`src/rtl/gcc_pkg.sv`:
```
// Package: shared policy encoding for the gate clamp controller.
// Assumes a 2-bit policy field whose codes are fixed by the host interface.
package gcc_pkg;

    localparam int MODE_W = 2;

    typedef enum logic [MODE_W-1:0] {
        POL_REPORT = 2'b00,
        POL_FORCE  = 2'b01,
        POL_AUTO   = 2'b10,
        POL_LATCH  = 2'b11
    } policy_t;

endpackage

```
`src/rtl/gcc_mode_reg.sv`:
```
// Module: policy field register.
// Holds the clamp policy. A host write has priority over the self-rewrite
// from latching policy to force policy on a trip. It also exports the
// next-state value so the clamp stage can register a matching clamp in the
// same cycle. Assumes trip is already qualified by the conversion strobe.
module gcc_mode_reg
    import gcc_pkg::*;
(
    input  logic    clk,
    input  logic    rst_n,
    input  logic    wr_en,
    input  policy_t wr_val,
    input  logic    trip,
    output policy_t pol_q,
    output policy_t pol_d
);

    // Next policy: host write first, then the latching rewrite.
    always_comb begin
        pol_d = pol_q;
        if (wr_en) begin
            pol_d = wr_val;
        end else if (pol_q == POL_LATCH && trip) begin
            pol_d = POL_FORCE;
        end
    end

    // Policy storage with synchronous active-low reset.
    always_ff @(posedge clk) begin
        if (!rst_n) begin
            pol_q <= POL_REPORT;
        end else begin
            pol_q <= pol_d;
        end
    end

endmodule

```
`src/rtl/gcc_alarm_flag.sv`:
```
// Module: sticky alarm flag.
// Set by a trip under any policy and cleared by the host strobe. A set in
// the same cycle as a clear wins. Assumes trip is strobe-qualified.
module gcc_alarm_flag (
    input  logic clk,
    input  logic rst_n,
    input  logic trip,
    input  logic clr,
    output logic flag_q
);

    // Sticky flag update; set dominates clear.
    always_ff @(posedge clk) begin
        if (!rst_n) begin
            flag_q <= 1'b0;
        end else if (trip) begin
            flag_q <= 1'b1;
        end else if (clr) begin
            flag_q <= 1'b0;
        end
    end

endmodule

```
`src/rtl/gcc_clamp_core.sv`:
```
// Module: clamp decision stage.
// Computes the registered clamp from the next policy value. The force policy
// clamps without condition. The auto-release policy keeps a hold bit that a
// trip sets and a clean conversion clears. The hold bit is dropped whenever
// the next policy is not auto-release. Assumes trip and clean never occur
// together, since both come from one strobe.
module gcc_clamp_core
    import gcc_pkg::*;
(
    input  logic    clk,
    input  logic    rst_n,
    input  policy_t pol_d,
    input  logic    trip,
    input  logic    clean,
    output logic    clamp_q
);

    logic hold_q;
    logic hold_d;
    logic clamp_d;

    // Next hold and clamp values from the next policy and this cycle's events.
    always_comb begin
        hold_d  = (pol_d == POL_AUTO) && (trip || (hold_q && !clean));
        clamp_d = (pol_d == POL_FORCE) || hold_d;
    end

    // Hold and clamp registers with synchronous active-low reset.
    always_ff @(posedge clk) begin
        if (!rst_n) begin
            hold_q  <= 1'b0;
            clamp_q <= 1'b0;
        end else begin
            hold_q  <= hold_d;
            clamp_q <= clamp_d;
        end
    end

endmodule

```
`src/rtl/gate_clamp_ctrl.sv`:
```
// Module: per-channel gate clamp controller (top).
// Qualifies the conversion result with its strobe and joins the policy
// register, the sticky alarm flag and the clamp stage. Assumes conv_alarm
// has meaning only while conv_done is high.
module gate_clamp_ctrl
    import gcc_pkg::*;
(
    input  logic              clk,
    input  logic              rst_n,
    input  logic              cfg_wr_en,
    input  logic [MODE_W-1:0] cfg_wr_mode,
    input  logic              conv_done,
    input  logic              conv_alarm,
    input  logic              alarm_clr,
    output logic              clamp,
    output logic              alarm_flag,
    output logic [MODE_W-1:0] mode_rd
);

    logic    trip;
    logic    clean;
    policy_t pol_q;
    policy_t pol_d;

    // Strobe-qualified conversion outcomes.
    always_comb begin
        trip  = conv_done && conv_alarm;
        clean = conv_done && !conv_alarm;
    end

    gcc_mode_reg u_mode (
        .clk    (clk),
        .rst_n  (rst_n),
        .wr_en  (cfg_wr_en),
        .wr_val (policy_t'(cfg_wr_mode)),
        .trip   (trip),
        .pol_q  (pol_q),
        .pol_d  (pol_d)
    );

    gcc_alarm_flag u_flag (
        .clk    (clk),
        .rst_n  (rst_n),
        .trip   (trip),
        .clr    (alarm_clr),
        .flag_q (alarm_flag)
    );

    gcc_clamp_core u_core (
        .clk     (clk),
        .rst_n   (rst_n),
        .pol_d   (pol_d),
        .trip    (trip),
        .clean   (clean),
        .clamp_q (clamp)
    );

    assign mode_rd = pol_q;

endmodule

```
`config.mk`:
```
export PLATFORM = sky130hd
export DESIGN_NAME = gate_clamp_ctrl
export DESIGN_NICKNAME = d
export VERILOG_FILES = /design/src/rtl/gcc_pkg.sv /design/src/rtl/gcc_mode_reg.sv /design/src/rtl/gcc_alarm_flag.sv /design/src/rtl/gcc_clamp_core.sv /design/src/rtl/gate_clamp_ctrl.sv
export SDC_FILE = /design/constraint.sdc
export NUM_CORES = 1
export LEC_CHECK = 0
export BUFFER_PORTS_ARGS = -buffer_cell sky130_fd_sc_hd__buf_4
export CAP_MARGIN = 20
export CORE_AREA = 2 2 39 41
export DETAILED_ROUTE_END_ITERATION = 16
export DIE_AREA = 0 0 41 43
export GPL_TIMING_DRIVEN = 0
export PLACE_DENSITY = 0.39
export SYNTH_ARGS = -nofsm -noshare
export SYNTH_HDL_FRONTEND = slang
export SYNTH_SLANG_ARGS = --single-unit
```
`constraint.sdc`:
```
create_clock -name clk -period 2.45 [get_ports clk]
set_clock_uncertainty 0.15 [all_clocks]
set_input_delay 0.49 -clock clk [delete_from_list [all_inputs] [get_ports clk]]
set_output_delay 0.49 -clock clk [all_outputs]
set_load 0.01 [all_outputs]
```
==> flow_summary.rst, run 1 <==
.. list-table::
   :header-rows: 1

   * - Metric
     - Value
   * - Count of cells along the worst register-to-register path
     - 3
   * - # fillers
     - 152
   * - Syn_nets
     - 27
   * - Die Wd
     - 41 um
   * - Layout cell share with drive strength beyond 1
     - 0.4706
   * - Initial antenna violation count
     - 0
   * - Sequential cell area
     - 100.1 sq um
   * - Count leader, synth
     - dfxtp_1
   * - Leading cell types by total area after synthesis
     - dfxtp_1, mux2i_1, nor2b_1
   * - First DRT Iteration DRCs
     - 1
   * - First-pass GRT wire length
     - 807 um
   * - Critical Path Start Type
     - register
   * - Total of warnings raised by yosys
     - 0
   * - Antenna viol nets, final
     - 0
   * - Start point of the critical path
     - u_mode.pol_q[0]
   * - N_diodes
     - 0
   * - Drt total wl
     - 498 um
   * - Die boundary height
     - 43 um
   * - Combined area of the multi-input logic cells
     - 118.9 sq um
   * - Final Setup Violations
     - 0
   * - Endpoint of the worst register-to-register path
     - u_core.clamp_q
   * - Post-synth top area cell
     - dfxtp_1
   * - Worst path cell trace
     - buf_4
   * - Cell area after synthesis
     - 219.0 sq um
   * - Number of max-slew violations in the final report
     - 0
   * - Worst max-slew margin expressed relative to the limit
     - 0.7988
   * - Setup Total Neg Slack
     - 0 ns
   * - Post-DP HPWL
     - 400.3 um
   * - Synth unique cells
     - 12
   * - Count of cell instances traversed by the critical path
     - 1
   * - Arrival time of the worst setup path
     - 0.75 ns
   * - Effective utilization at floorplan
     - 0.1582
   * - Worst Path Required
     - 1.81 ns
   * - Delay of the slowest cell on the worst path
     - 0.37 ns
   * - IO buf count
     - 11
   * - Register clock-pin slew on the reported worst setup and hold paths
     - 0.04 ns
   * - Post-CTS setup buffer count
     - 0
   * - Level count of the clock H-tree
     - 1
   * - Area of the die
     - 0.001763 sq mm
   * - Remaining design rule violation count
     - 0
   * - Hold-fix buffers, CTS
     - 0
   * - Clock buffer depth
     - 2
   * - Fraction of power consumed by the clock network
     - 0.441
   * - Final core occ
     - 0.2514
   * - Worst voltage drop across the vdd grid
     - 0.3607 mV
   * - Synthesis-to-layout area growth
     - 58.86%
   * - Minimum clock period
     - 1.386 ns
   * - Sequential power share
     - 0.414
   * - Slowest cell on the critical path
     - dfxtp_1
   * - CP max FO
     - 4
   * - Sequential cell area fraction in the yosys report
     - 0.4571
   * - Count of vias placed by the detailed router
     - 198
   * - Flip-flop and latch count after synthesis
     - 5
   * - Total internal power
     - 0.1663 mW
   * - Remaining global-route overflow
     - 0
   * - Post-synth EDFFs
     - 0
   * - Gp weighted congestion
     - 0.7642
   * - Leakage power of the design
     - 0.1624 nW
   * - PD cells
     - 613.2 mW/mm^2
   * - Initial DRT Pass Iterations
     - 3
   * - Unrepaired setup endpoints after global routing
     - false
   * - Max_cap viols
     - 0
   * - Clock buffers created by TritonCTS
     - 3
   * - Gate Count Post-Synth
     - 19
   * - R2r setup slk
     - 1.26 ns
   * - Net Sw Power
     - 0.04700 mW
   * - Type of the tightest min-delay check
     - reg -> reg
   * - Max Freq
     - 721.3 MHz
   * - Kind of cell with the highest combined delay on the critical path
     - flip-flops
   * - Clock insertion delay at the later pin of the skew report
     - 0.24 ns
   * - Clock tree root driver cell
     - clkbuf_4
   * - Num rows
     - 14
   * - Commonest register cell after synthesis
     - dfxtp_1
   * - Leading post-synthesis cells by instance count
     - dfxtp_1, mux2i_1, nor2b_1
   * - Buffers and inverters on the worst path
     - 1
   * - Number of placed I/O pins
     - 12
   * - CTS-repair resized insts
     - 0
   * - Switching share of power
     - 0.2204
   * - R2r startpoint
     - u_mode.pol_q[0]
   * - Class of the most critical setup path
     - reg -> out
   * - Routed len/inst
     - 9.960 um
   * - Slew at the pin with the worst max-slew slack
     - 0.2935 ns
   * - Final Hold Fails
     - 0
   * - Cell depth of the worst min-delay path
     - 2
   * - GRT Util Overall
     - 0.07143
   * - Number of clock sinks
     - 5
   * - Core Region
     - 0.001384 sq mm
   * - Post-layout nets
     - 43
   * - Share of async-settable or async-resettable flops after synthesis
     - 0
   * - Pin count of the biggest net entering global routing
     - 6
   * - Portion of total power attributed to combinational logic
     - 0.145
   * - Number of global-route vias before repair
     - 223
   * - TritonCTS clock tree
     - done
   * - Vias per inst
     - 3.960
   * - Result of the run
     - finished, final reports clean
   * - Worst setup path endpoint
     - mode_rd[0]
   * - Top-area cell type share of the netlist area
     - 0.4571
   * - CP endpoint kind
     - output port
   * - Average size of a mapped cell
     - 11.52 sq um
   * - Period utilisation layout
     - 0.5658
[cell usage in the layout (no fill, tap or decap), drive strengths merged]
cell type and count:
and3b 1, nor2b 2, clkbuf 4, a2111o 1, nand2 1, and4b 1
o21bai 1, mux2i 3, buf 11, nand2b 1, nor3b 1, a21boi 2
dfxtp 5
[registers in the layout, indices dropped and copies added, names as in the netlist]
register,count
u_mode.pol_q,2
u_core.clamp_q,1
u_core.hold_q,1
u_flag.flag_q,1
[final cells by class]
cell class                 count  share of cell area
timing repair buffer          11              0.2374
clock buffer                   4             0.07554
multi-input combinational     14              0.3417
sequential                     5              0.2878
tap                           16             0.05755
[power groups by stage]
stage | Sequential, mW | Clock, mW | Combinational, mW
2_1_floorplan | 0.0913 | 0 | 0.0107
3_3_place_gp | 0.0896 | 0 | 0.0312
3_5_place_dp | 0.0896 | 0 | 0.0316
4_1_cts | 0.0881 | 0.100 | 0.0317
5_1_grt | 0.0885 | 0.109 | 0.0341
6_report | 0.0883 | 0.0940 | 0.0310
[how the worst min path moves through the flow]
stage | from | slack (ns) | end
6_report | u_flag.flag_q | 0.33 | u_flag.flag_q
5_1_grt | rst_n | 0.33 | u_mode.pol_q[0]
4_1_cts | u_flag.flag_q | 0.34 | u_flag.flag_q
3_5_place_dp | u_flag.flag_q | 0.33 | u_flag.flag_q
3_3_place_gp | u_flag.flag_q | 0.33 | u_flag.flag_q
2_1_floorplan | u_flag.flag_q | 0.35 | u_flag.flag_q
[per-layer routing]
layer,part of all wire,up-vias,GRT usage,wire (um)
met4,0,0,0.02667,0
met3,0.086,0,0.06806,43
met5,0,-,0,0
met1,0.48,89,0.08091,241
li1,-,101,-,-
met2,0.43,8,0.09063,213
[stage by stage]
stage               setup WS (ns)  cells  instance area [sq um]  power (mW)  hold slack (ns)
finish                      1.064     50                  347.8      0.2133           0.3285
global route                1.026     50                  347.8      0.2320           0.3340
CTS                         1.055     50                  347.8      0.2202           0.3367
detailed placement         0.9334     46                  321.6      0.1212           0.3307
global placement           0.9283     46                  321.6      0.1208           0.3253
floorplan                   1.144     19                  219.0      0.1020           0.3497
[kinds of logic (layout without fill, tap and decap cells)]
logic type / after synthesis / count (layout) / share of synthesized area
simple gates: 7 / 7 / 0.2514
flops: 5 / 5 / 0.4572
buf+inv: 0 / 15 / 0
mux: 3 / 3 / 0.1371
compound gates: 4 / 4 / 0.1543
No activity file was read; power rests on OpenSTA's default activity.
==> inputs of run 2 (changes only) <==
Settings changed: PLACE_DENSITY 0.39 to 0.4.
Clock period 2.45 ns to 1.2 ns, I/O delays scaled along.
==> flow_summary.rst, run 2 (synthesis results as in run 1) <==
.. list-table::
   :header-rows: 1

   * - Metric
     - Value
   * - CP endpoint kind
     - register
   * - Class of the most critical setup path
     - reg -> reg
   * - Initial antenna violation count
     - 0 (unchanged)
   * - Portion of total power attributed to combinational logic
     - 0.149 (+0.004)
   * - Synthesis-to-layout area growth
     - 61.71%
   * - Routed len/inst
     - 9.860 um (-1.0%)
   * - Slew at the pin with the worst max-slew slack
     - 0.2336 ns (-0.05980 ns)
   * - Clock buffers created by TritonCTS
     - 3 (unchanged)
   * - Vias per inst
     - 3.940 (-0.51%)
   * - Worst voltage drop across the vdd grid
     - 0.2742 mV (-24%)
   * - Initial DRT Pass Iterations
     - 3 (unchanged)
   * - Worst max-slew margin expressed relative to the limit
     - 0.8398 (+0.04101)
   * - Num rows
     - 14 (unchanged)
   * - Post-DP HPWL
     - 397.1 um (-0.80%)
   * - Post-CTS setup buffer count
     - 0 (unchanged)
   * - Overall power of the completed layout
     - 0.4405 mW (+110%)
   * - Count of vias placed by the detailed router
     - 197 (-0.51%)
   * - N_diodes
     - 0 (unchanged)
   * - First-pass GRT wire length
     - 724 um (-10%)
   * - Number of max-slew violations in the final report
     - 0 (unchanged)
   * - Final cell count without fillers
     - 50 (unchanged)
   * - Core Region
     - 0.001384 sq mm (unchanged)
   * - Number of clock sinks
     - 5 (unchanged)
   * - GRT Util Overall
     - 0.06720 (-0.004227)
   * - Register clock-pin slew on the reported worst setup and hold paths
     - 0.04 ns (about the same)
   * - Result of the run
     - finished, final reports clean
   * - Worst hold margin
     - 0.09099 ns (-0.2375 ns)
   * - Final Hold Fails
     - 0 (unchanged)
   * - Pin count of the biggest net entering global routing
     - 6 (unchanged)
   * - Final Setup Violations
     - 0 (unchanged)
   * - Setup Total Neg Slack
     - 0 ns (unchanged)
   * - Clock tree root driver cell
     - clkbuf_4
   * - Placed instance area
     - 321.6 sq um (unchanged)
   * - TritonCTS clock tree
     - done
   * - Critical Path Start Type
     - register
   * - Minimum clock period
     - 1.149 ns
   * - Number of global-route vias before repair
     - 219 (-1.8%)
   * - IO buf count
     - 11 (unchanged)
   * - Switching share of power
     - 0.2237 (+0.003289)
   * - Worst Path Required
     - 1.22 ns (-0.59 ns)
   * - Effective utilization at floorplan
     - 0.1582 (unchanged)
   * - Drt total wl
     - 493 um (-1.0%)
   * - Sequential cell area
     - 102.6 sq um (+2.5%)
   * - CP max FO
     - 2 (-2)
   * - Number of placed I/O pins
     - 12 (unchanged)
   * - First DRT Iteration DRCs
     - 1 (unchanged)
   * - Area of the die
     - 0.001763 sq mm (unchanged)
   * - Final instance area
     - 354.1 sq um (+1.8%)
   * - Most frequent cells in the layout
     - buf_4, clkbuf_4, dfxtp_1
   * - PD cells
     - 1244 mW/mm^2 (+100%)
   * - Number of flip-flops under the largest register name
     - 2 (unchanged)
   * - Level count of the clock H-tree
     - 1 (unchanged)
   * - Largest Register
     - u_mode.pol_q
   * - Net Sw Power
     - 0.09853 mW (+110%)
   * - Combined area of the multi-input logic cells
     - 122.6 sq um (+3.2%)
   * - Most common cell after layout, fill and taps aside
     - buf_4
   * - Die boundary height
     - 43 um (unchanged)
   * - Gp weighted congestion
     - 0.5670 (-26%)
   * - Arrival time of the worst setup path
     - 1.17 ns (+0.42 ns)
   * - Type of the tightest min-delay check
     - in -> reg
   * - Antenna viol nets, final
     - 0 (unchanged)
   * - Clock buffer depth
     - 2 (unchanged)
   * - Sequential power share
     - 0.411 (-0.003)
   * - Remaining design rule violation count
     - 0 (unchanged)
   * - Max Freq
     - 870.1 MHz
   * - Unrepaired setup endpoints after global routing
     - false
   * - Fraction of power consumed by the clock network
     - 0.440 (about the same)
   * - Hold-fix buffers, CTS
     - 0 (unchanged)
   * - Leakage power of the design
     - 0.1607 nW (-1.0%)
   * - Clock insertion delay at the later pin of the skew report
     - 0.24 ns (about the same)
   * - Total internal power
     - 0.3420 mW (+110%)
   * - Layout cell share with drive strength beyond 1
     - 0.5588 (+0.08824)
   * - # fillers
     - 155 (+2.0%)
   * - Remaining global-route overflow
     - 0 (unchanged)
   * - Post-layout nets
     - 43 (unchanged)
   * - Inst Count DP
     - 46 (unchanged)
   * - Die Wd
     - 41 um (unchanged)
   * - Period utilisation layout
     - 0.9577
   * - Max_cap viols
     - 0 (unchanged)
## run 2: cell counts in the layout (fill, tap and decap cells not counted)
Identical to the previous run, type by type.
## run 2: layer usage
metal | wire length [um] | vias to the layer above | part of all wire | global-route usage
met5 | 0 | - | 0 | 0
met4 | 14 | 0 | 0.028 | 0.1000
met3 | 30 | 2 | 0.061 | 0.01571
met2 | 245 | 8 | 0.50 | 0.1000
met1 | 202 | 88 | 0.41 | 0.05449
li1 | - | 99 | - | -
## run 2: final cells by class
cell class                      count  area share
Sequential cell                     5      0.2898
Tap cell                           16     0.05654
Timing Repair Buffer               11      0.2332
Multi-Input combinational cell     14      0.3463
Clock buffer                        4     0.07420
## run 2: timing repair
action,CTS,global route
endpoints found under the setup margin,1,1
resized for setup,1,2
pin swaps,1,2
## run 2: worst max-delay path: stages (launching register included)
cell and delay, ns:
dfxtp_1 0.30, mux2i_1 0.08, a2111o_1 0.39, a21boi_1 0.16
## run 2: through the flow
stage / utilization / setup WS, ns
after floorplan: - / 0.03480
after global placement: 0.2324 / -0.07920
after detailed placement: 0.2324 / -0.08118
after CTS: 0.2523 / 0.006762
after global routing: 0.2559 / 0.01362
final: 0.2559 / 0.05074
## run 2: path summary, 6_finish.rpt
check,depth (start not counted),start,end,slack (ns)
max,3,u_core.hold_q,u_core.clamp_q,0.05
min reg2reg,2,u_flag.flag_q,u_flag.flag_q,0.33
max reg2reg,3,u_core.hold_q,u_core.clamp_q,0.05
min,2,rst_n,u_mode.pol_q[0],0.09
## run 2: power by group through the flow
stage                     sequential, mW  clock (mW)  combinational [mW]
after floorplan                    0.186           0              0.0218
after global placement             0.183           0              0.0641
after detailed placement           0.183           0              0.0641
after CTS                          0.181       0.198              0.0643
after global routing               0.182       0.210              0.0705
final                              0.181       0.194              0.0656
==> inputs of run 3 (changes only) <==
Settings changed: RECOVER_POWER from default to 50.
==> flow_summary.rst, run 3 (synthesis results as in run 1) <==
.. list-table::
   :header-rows: 1

   * - Metric
     - Value
   * - TritonCTS clock tree
     - done
   * - Synthesis-to-layout area growth
     - 60.00%
   * - Slew at the pin with the worst max-slew slack
     - 0.2336 ns (unchanged)
   * - GRT Util Overall
     - 0.06720 (unchanged)
   * - PD cells
     - 1252 mW/mm^2 (+0.66%)
   * - N_diodes
     - 0 (unchanged)
   * - Sequential power share
     - 0.413 (+0.002)
   * - Count of vias placed by the detailed router
     - 197 (unchanged)
   * - IO buf count
     - 11 (unchanged)
   * - Register clock-pin slew on the reported worst setup and hold paths
     - 0.04 ns (about the same)
   * - Most common cell after layout, fill and taps aside
     - buf_4
   * - Layout cell share with drive strength beyond 1
     - 0.5294 (-0.02941)
   * - Portion of total power attributed to combinational logic
     - 0.145 (-0.004)
   * - Number of max-slew violations in the final report
     - 0 (unchanged)
   * - Initial antenna violation count
     - 0 (unchanged)
   * - Max Freq
     - 870.0 MHz (about the same)
   * - Routed len/inst
     - 9.840 um (-0.20%)
   * - Area of the die
     - 0.001763 sq mm (unchanged)
   * - First DRT Iteration DRCs
     - 1 (unchanged)
   * - Clock insertion delay at the later pin of the skew report
     - 0.24 ns (about the same)
   * - Number of global-route vias before repair
     - 219 (unchanged)
   * - Final Hold Fails
     - 0 (unchanged)
   * - Max_cap viols
     - 0 (unchanged)
   * - First-pass GRT wire length
     - 724 um (unchanged)
   * - Net Sw Power
     - 0.09851 mW (about the same)
   * - CP endpoint kind
     - register
   * - Minimum clock period
     - 1.149 ns (+0.0001423 ns)
   * - Post-layout nets
     - 43 (unchanged)
   * - Worst voltage drop across the vdd grid
     - 0.2742 mV (about the same)
   * - Period utilisation layout
     - 0.9578 (about the same)
   * - Switching share of power
     - 0.2245 (+0.0008497)
   * - Final Setup Violations
     - 0 (unchanged)
   * - Post-DP HPWL
     - 397.1 um (unchanged)
   * - Pin count of the biggest net entering global routing
     - 6 (unchanged)
   * - Unrepaired setup endpoints after global routing
     - false
   * - Remaining design rule violation count
     - 0 (unchanged)
   * - Placed instance area
     - 321.6 sq um (unchanged)
   * - Number of clock sinks
     - 5 (unchanged)
   * - Most frequent cells in the layout
     - buf_4, clkbuf_4, dfxtp_1
   * - Class of the most critical setup path
     - reg -> reg
   * - Number of flip-flops under the largest register name
     - 2 (unchanged)
   * - Worst Path Required
     - 1.22 ns (about the same)
   * - Initial DRT Pass Iterations
     - 3 (unchanged)
   * - CP max FO
     - 2 (unchanged)
   * - Effective utilization at floorplan
     - 0.1582 (unchanged)
   * - Result of the run
     - finished, final reports clean
   * - Antenna viol nets, final
     - 0 (unchanged)
   * - Core Region
     - 0.001384 sq mm (unchanged)
   * - Drt total wl
     - 492 um (-0.20%)
   * - Clock tree root driver cell
     - clkbuf_4
   * - Die Wd
     - 41 um (unchanged)
   * - Level count of the clock H-tree
     - 1 (unchanged)
   * - Number of placed I/O pins
     - 12 (unchanged)
   * - Worst max-slew margin expressed relative to the limit
     - 0.8398 (unchanged)
   * - Die boundary height
     - 43 um (unchanged)
   * - Post-CTS setup buffer count
     - 0 (unchanged)
   * - Remaining global-route overflow
     - 0 (unchanged)
   * - Fraction of power consumed by the clock network
     - 0.442 (+0.002)
   * - Leakage power of the design
     - 0.1566 nW (-2.6%)
   * - Least setup slack across all paths after layout
     - 0.05060 ns (-0.0001423 ns)
   * - Total internal power
     - 0.3403 mW (-0.51%)
   * - Num rows
     - 14 (unchanged)
   * - Gp weighted congestion
     - 0.5670 (unchanged)
   * - Clock buffers created by TritonCTS
     - 3 (unchanged)
   * - Worst slack at placement
     - -0.08118 ns (unchanged)
   * - Largest Register
     - u_mode.pol_q
   * - Clock buffer depth
     - 2 (unchanged)
   * - Final instance area
     - 350.3 sq um (-1.1%)
   * - Vias per inst
     - 3.940 (unchanged)
   * - Type of the tightest min-delay check
     - in -> reg
   * - Arrival time of the worst setup path
     - 1.17 ns (about the same)
   * - Critical Path Start Type
     - register
## run 3: path summary, 6_finish.rpt
path                            cells after the start               to  slack (ns)           from
worst max-delay path                                3   u_core.clamp_q        0.05  u_core.hold_q
worst min-delay path                                2  u_mode.pol_q[0]        0.09          rst_n
worst max register to register                      3   u_core.clamp_q        0.05  u_core.hold_q
worst min register to register                      2    u_flag.flag_q        0.33  u_flag.flag_q
## run 3: layout make-up
type                            count  area [sq um]
Multi-Input combinational cell     14         122.6
Tap cell                           16         20.02
Sequential cell                     5         102.6
Clock buffer                        4         26.28
Fill cell                         154          1033
Timing Repair Buffer               11         78.83
## run 3: per-layer routing
metal | track usage | vias up | wire (um)
met5 | 0 | - | 0
met4 | 0.1000 | 0 | 14
met3 | 0.01571 | 2 | 30
met2 | 0.1000 | 8 | 245
met1 | 0.05449 | 88 | 202
li1 | - | 99 | -
## run 3: worst max-delay path: stages (launching register included)
cell and delay [ns]:
dfxtp_1 0.30, mux2i_1 0.08, a2111o_1 0.39, a21boi_1 0.16
## run 3: per-stage QoR
| step | hold WS, ns | util | cells | setup TNS, ns | total power, mW |
|---|---|---|---|---|---|
| 3_3_place_gp | 0.3190 | 0.2324 | 46 | -0.07920 | 0.2468 |
| 4_1_cts | 0.09280 | 0.2523 | 50 | 0 | 0.4427 |
| 2_1_floorplan | 0.2182 | - | 19 | 0 | 0.2082 |
| 5_1_grt | 0.1067 | 0.2532 | 50 | 0 | 0.4613 |
| 6_report | 0.08981 | 0.2532 | 50 | 0 | 0.4388 |
| 3_5_place_dp | 0.3350 | 0.2324 | 46 | -0.09357 | 0.2473 |
## run 3: power by group through the flow
stage          Combinational [mW]  Clock (mW)  Sequential, mW
2_1_floorplan              0.0218           0           0.186
3_3_place_gp               0.0641           0           0.183
3_5_place_dp               0.0641           0           0.183
4_1_cts                    0.0643       0.198           0.181
5_1_grt                    0.0689       0.210           0.182
6_report                   0.0638       0.194           0.181
## run 3: what timing repair did
item	4_1_cts	5_1_grt
pin swaps	1	2
gates resized for setup	1	2
hold buffers	0	0
endpoints found under the setup margin	1	1
